===== src/rtl/line_fetch_pkg.sv =====
package line_fetch_pkg;

  localparam logic [1:0] SIZE_NONE  = 2'b00;
  localparam logic [1:0] SIZE_SHORT = 2'b01;
  localparam logic [1:0] SIZE_LONG  = 2'b10;

  typedef enum logic [1:0] {
    ST_IDLE  = 2'd0,
    ST_REQ   = 2'd1,
    ST_HOLD  = 2'd2,
    ST_DRAIN = 2'd3
  } fetchState_t;

  typedef struct packed {
    logic load;
    logic clear;
  } dpCtl_t;

endpackage


===== src/rtl/line_fetch_ctrl.sv =====
module line_fetch_ctrl
  import line_fetch_pkg::*;
(
  input  logic   clk,
  input  logic   rst,
  input  logic   missValid,
  input  logic   addrAck,
  input  logic   xferDone,
  output logic   missReady,
  output logic   reqValid,
  output dpCtl_t dpCtl
);

  fetchState_t state, stateNext;

  always_comb begin
    stateNext = state;
    unique case (state)
      ST_IDLE:  if (missValid) stateNext = ST_REQ;
      ST_REQ:   if (addrAck) stateNext = ST_HOLD;
      ST_HOLD:  stateNext = xferDone ? ST_IDLE : ST_DRAIN;
      ST_DRAIN: if (xferDone) stateNext = ST_IDLE;
      default:  stateNext = ST_IDLE;
    endcase
  end

  always_ff @(posedge clk) begin
    if (rst) state <= ST_IDLE;
    else     state <= stateNext;
  end

  assign missReady   = (state == ST_IDLE);
  assign reqValid    = (state == ST_REQ);
  assign dpCtl.load  = (state == ST_IDLE) && missValid;
  assign dpCtl.clear = (state == ST_HOLD);

  // strobe persists until acknowledged
  a_r7_strobe_held: assert property (@(posedge clk) disable iff (rst)
    reqValid && !addrAck |=> reqValid);
  // strobe drops the cycle after acknowledge
  a_r8_strobe_drop: assert property (@(posedge clk) disable iff (rst)
    reqValid && addrAck |=> !reqValid);
  // no acceptance while a request is outstanding
  a_r9_single_outstanding: assert property (@(posedge clk) disable iff (rst)
    !missReady && !xferDone |=> !missReady || $past(state == ST_REQ));
  // reset leaves the block ready with no strobe
  a_r1_reset_idle: assert property (@(posedge clk)
    $past(rst) |-> missReady && !reqValid);

endmodule


===== src/rtl/line_fetch_dp.sv =====
module line_fetch_dp
  import line_fetch_pkg::*;
#(
  parameter int ADDR_W     = 32,
  parameter int WORD_BYTES = 4
) (
  input  logic              clk,
  input  logic              rst,
  input  dpCtl_t            dpCtl,
  input  logic [ADDR_W-1:0] missAddr,
  input  logic              missCacheable,
  input  logic              cfgNcLong,
  input  logic              cfgNoAlloc,
  output logic [ADDR_W-1:0] reqAddr,
  output logic [1:0]        reqSize,
  output logic              reqCacheable,
  output logic              reqAllocate
);

  localparam int SHORT_LSB = $clog2(4 * WORD_BYTES);
  localparam int LONG_LSB  = $clog2(8 * WORD_BYTES);

  logic              useLong;
  logic [ADDR_W-1:0] alignedAddr;

  assign useLong = missCacheable || cfgNcLong;

  for (genvar b = 0; b < ADDR_W; b++) begin : g_align
    if (b < SHORT_LSB) begin : g_low
      assign alignedAddr[b] = 1'b0;
    end else if (b < LONG_LSB) begin : g_mid
      assign alignedAddr[b] = missAddr[b] & ~useLong;
    end else begin : g_high
      assign alignedAddr[b] = missAddr[b];
    end
  end

  always_ff @(posedge clk) begin
    if (rst || dpCtl.clear) begin
      reqAddr      <= '0;
      reqSize      <= SIZE_NONE;
      reqCacheable <= 1'b0;
      reqAllocate  <= 1'b0;
    end else if (dpCtl.load) begin
      reqAddr      <= alignedAddr;
      reqSize      <= useLong ? SIZE_LONG : SIZE_SHORT;
      reqCacheable <= missCacheable;
      reqAllocate  <= missCacheable && !cfgNoAlloc;
    end
  end

  // cacheable requests are always eight-word
  a_r2_cacheable_long: assert property (@(posedge clk) disable iff (rst)
    reqCacheable |-> reqSize == SIZE_LONG);
  // four-word requests are quadword aligned
  a_r3_short_aligned: assert property (@(posedge clk) disable iff (rst)
    reqSize == SIZE_SHORT |-> reqAddr[SHORT_LSB-1:0] == '0);
  // eight-word requests are line aligned
  a_r4_long_aligned: assert property (@(posedge clk) disable iff (rst)
    reqSize == SIZE_LONG |-> reqAddr[LONG_LSB-1:0] == '0);
  // allocate implies cacheable
  a_r6_alloc_cacheable: assert property (@(posedge clk) disable iff (rst)
    reqAllocate |-> reqCacheable);

endmodule


===== src/rtl/line_fetch_req.sv =====
module line_fetch_req
  import line_fetch_pkg::*;
#(
  parameter int ADDR_W     = 32,
  parameter int WORD_BYTES = 4
) (
  input  logic              clk,
  input  logic              rst,
  input  logic              missValid,
  input  logic [ADDR_W-1:0] missAddr,
  input  logic              missCacheable,
  input  logic              cfgNcLong,
  input  logic              cfgNoAlloc,
  output logic              missReady,
  input  logic              addrAck,
  input  logic              xferDone,
  output logic              reqValid,
  output logic [ADDR_W-1:0] reqAddr,
  output logic [1:0]        reqSize,
  output logic              reqCacheable,
  output logic              reqAllocate
);

  dpCtl_t dpCtl;

  line_fetch_ctrl u_ctrl (
    .clk       (clk),
    .rst       (rst),
    .missValid (missValid),
    .addrAck   (addrAck),
    .xferDone  (xferDone),
    .missReady (missReady),
    .reqValid  (reqValid),
    .dpCtl     (dpCtl)
  );

  line_fetch_dp #(
    .ADDR_W     (ADDR_W),
    .WORD_BYTES (WORD_BYTES)
  ) u_dp (
    .clk           (clk),
    .rst           (rst),
    .dpCtl         (dpCtl),
    .missAddr      (missAddr),
    .missCacheable (missCacheable),
    .cfgNcLong     (cfgNcLong),
    .cfgNoAlloc    (cfgNoAlloc),
    .reqAddr       (reqAddr),
    .reqSize       (reqSize),
    .reqCacheable  (reqCacheable),
    .reqAllocate   (reqAllocate)
  );

  // qualifiers frozen while waiting for the acknowledge
  a_r7_qual_stable: assert property (@(posedge clk) disable iff (rst)
    reqValid && !addrAck |=> $stable(reqAddr) && $stable(reqSize)
                             && $stable(reqCacheable) && $stable(reqAllocate));
  // qualifiers survive into the cycle after the acknowledge
  a_r8_qual_hold: assert property (@(posedge clk) disable iff (rst)
    reqValid && addrAck |=> $stable(reqAddr) && $stable(reqSize)
                            && $stable(reqCacheable));
  // a valid request always carries a defined size code
  a_r7_size_defined: assert property (@(posedge clk) disable iff (rst)
    reqValid |-> (reqSize == SIZE_SHORT) || (reqSize == SIZE_LONG));
  // qualifiers are zero while idle
  a_r8_idle_zero: assert property (@(posedge clk) disable iff (rst)
    missReady |-> reqSize == SIZE_NONE && reqAddr == '0 && !reqCacheable && !reqAllocate);

endmodule


===== config.mk =====
export PLATFORM = sky130hd
export DESIGN_NAME = line_fetch_req
export DESIGN_NICKNAME = d
export VERILOG_FILES = /design/src/rtl/line_fetch_pkg.sv /design/src/rtl/line_fetch_ctrl.sv /design/src/rtl/line_fetch_dp.sv /design/src/rtl/line_fetch_req.sv
export SDC_FILE = /design/constraint.sdc
export NUM_CORES = 1
export LEC_CHECK = 0
export BUFFER_PORTS_ARGS = -buffer_cell sky130_fd_sc_hd__buf_2
export CAP_MARGIN = 15
export CORE_MARGIN = 2
export CORE_UTILIZATION = 45
export DETAILED_ROUTE_END_ITERATION = 12
export PLACE_DENSITY = 0.88
export SYNTH_ARGS = -nofsm -noshare
export SYNTH_HDL_FRONTEND = slang
export SYNTH_SLANG_ARGS = --single-unit

===== constraint.sdc =====
create_clock -name clk -period 2.7 [get_ports clk]
set_input_delay 0.405 -clock clk [delete_from_list [all_inputs] [get_ports clk]]
set_output_delay 0.405 -clock clk [all_outputs]
set_load 0.01 [all_outputs]

==> impl_metrics.tcl <==
set metrics [dict create \
    status "completed" \
    crit_family "simple AND/OR/NAND/NOR gates" \
    grt_pass1_vias 1126 \
    setup-violations-final 0 \
    yosysSeqAreaShare_pct 53.8 \
    p_leak_nw 0.800 \
    antenna_found_initial 0 \
    rows 19 \
    period_share_pct 64.9 \
    finalHoldViolCount 0 \
    postCtsSetupRepairBufs 0 \
    place_congestion 0.712 \
    wl_met1_um 1110 \
    min_to "u_ctrl.state[1]" \
    worstSetupPathType "flop to flop" \
    area_delta_synth_final_pct 29.4 \
    synth-seq-cells 34 \
    wl_um 2640 \
    ys_types 18 \
    syn_avg_cell_area_um2 8.07 \
    drv_cap 0 \
    hold_buffers 0 \
    hp-start "rst" \
    cts_tree "yes" \
    dp_slack_ns 0.938 \
    fp.dieArea_mm2 0.00325 \
    viasPerCell 4.75 \
    nNetsFinal 264 \
    end_kind "flop" \
    fin_tns_setup_ns 0 \
    antenna_cells 0 \
    cp_max_fo 31 \
    reg2regPathDepth 3 \
    io_pins 78 \
    wl_met2_um 1280 \
    fin_util_pct 60.5 \
    tightest_slew_ns 1.01 \
    rrSetupSlack_ns 0.95 \
    fp.coreArea_mm2 0.00271 \
    dr.first_iter.drc_count 31 \
    cts.clk_slew.worst_paths_ns 0.09 \
    io_buffers 69 \
    htreeDepth 2 \
    finalClockSkew_ns 0.00606 \
    synth_warnings 0 \
    ant_nets 0 \
    start_kind "flop" \
    start_util_pct 46.7 \
    hold_path.class "input pin to flop" \
    fin_ws_ns 0.948 \
    whs_path_depth 2 \
    insertion_delay_ns 0.31 \
    cp_slowest_cell "or3b_1" \
    drive_gt1_share_pct 35.0 \
    overflow 0 \
    crit_required_ns 2.93 \
    grtUsageTotal_pct 17.3 \
    mostFrequentLayoutCells "buf_2, nand2_1, dfxtp_1, a21oi_1, clkbuf_4" \
    drv_slew 0 \
    dp_hpwl_um 1950 \
    rsz0062_at_grt "false" \
    ctsResizeCount 0 \
    crit_buf_inv 0 \
    layout_commonest_cell "buf_2" \
    grt_max_degree 32 \
    drc 0 \
    die_w_um 57.0 \
    cts_root_buf "clkbuf_4" \
    ir_drop_v 0.000390 \
    via_count 1207 \
    cts_sinks 34 \
    r2r-start "u_ctrl.state[1]" \
    wl_per_cell_um 10.4 \
    crit_path_max_incr_delay_ns 0.84 \
    p_per_area_mw_per_mm2 599 \
    max_freq_mhz 571 \
    wl_met3_um 196 \
    drtPass1Iterations 4 \
    numCtsBuffers 5 \
    period_minus_slack_ns 1.75 \
    power_mw 0.983 \
    arrival_ns 1.99 \
    slew_headroom_pct 32.9 \
    syn_area_mm2 0.00127 \
    top_layer "met4" \
    syn_inst 157 \
    cts.path.max_buffers 2 \
    r2r_end "u_dp.reqAddr[23]" \
    grt_pass1_wl_um 4400 \
    cp_cell_sequence "or3b_1, nand2_1, a21oi_1" \
    fp.dieH_um 57.0 \
]
[how the worst max path moves through the flow]
stage	start	endpoint	slack, ns	cells after the start
5_1_grt	u_ctrl.state[1]	u_dp.reqSize[0]	0.74	3
2_1_floorplan	missValid	u_dp.reqAddr[10]	1.47	5
4_1_cts	u_ctrl.state[1]	u_dp.reqAddr[23]	0.95	3
6_report	u_ctrl.state[1]	u_dp.reqAddr[23]	0.95	3
3_5_place_dp	missValid	u_dp.reqSize[0]	0.94	4
3_3_place_gp	missValid	u_dp.reqAddr[20]	0.97	4
[final cells by class]
cell class	count	area, um^2
clock buffers	6	51.3
fillers	276	1070
well taps	31	38.8
repair buffers	71	360
multi-input cells	111	504
flip-flops and latches	34	681
inverters	1	3.75
[cell families after synthesis]
group                  count (synthesis)  synth area share [%]
AO/OA/AOI/OAI                         35                  14.4
other                                  1                 0.296
flip-flops                            34                  53.8
AND/OR/NAND/NOR                       72                  23.7
buffers and inverters                 15                  7.81
[per-stage QoR]
stage | area [um^2] | hold slack, ns | cells
6_report | 1640 | 0.275 | 254
5_1_grt | 1640 | 0.255 | 254
4_1_cts | 1640 | 0.258 | 254
3_5_place_dp | 1590 | 0.444 | 248
3_3_place_gp | 1590 | 0.437 | 248
2_1_floorplan | 1280 | 0.476 | 160
[routing by layer]
| layer | vias to the layer above | GRT usage (%) |
|---|---|---|
| li1 | 629 | - |
| met2 | 42 | 30.7 |
| met5 | - | 0 |
| met4 | 0 | 9.30 |
| met3 | 7 | 5.67 |
| met1 | 529 | 18.0 |
[state kept, by name, summed over array words and instances (netlist names)]
name,count
u_dp.reqAddr,28
u_ctrl.state,2
u_dp.reqSize,2
u_dp.reqAllocate,1
u_dp.reqCacheable,1
[power by group]
group / switching [mW] / leakage [nW] / total, mW / internal [mW]
clock network: 0.141 / 0.0302 / 0.258 / 0.117
registers: 0.0191 / 0.279 / 0.555 / 0.536
logic: 0.0980 / 0.491 / 0.170 / 0.0720
total: 0.258 / 0.800 / 0.983 / 0.725
[synth_stat cells, drive strengths merged]
cell type | n | area [um^2]
nand3b | 1 | 7.51
nor2 | 4 | 15.0
or3b | 1 | 8.76
a211oi | 2 | 15.0
nand3 | 1 | 5.00
nor2b | 3 | 18.8
nor3b | 2 | 20.0
a21oi | 32 | 160
dfxtp | 34 | 681
conb | 1 | 3.75
inv | 1 | 3.75
clkbuf | 3 | 11.3
nand2 | 60 | 225
a21o | 1 | 7.51
buf | 11 | 83.8
Note: power is estimated with default switching activity, not from simulation.
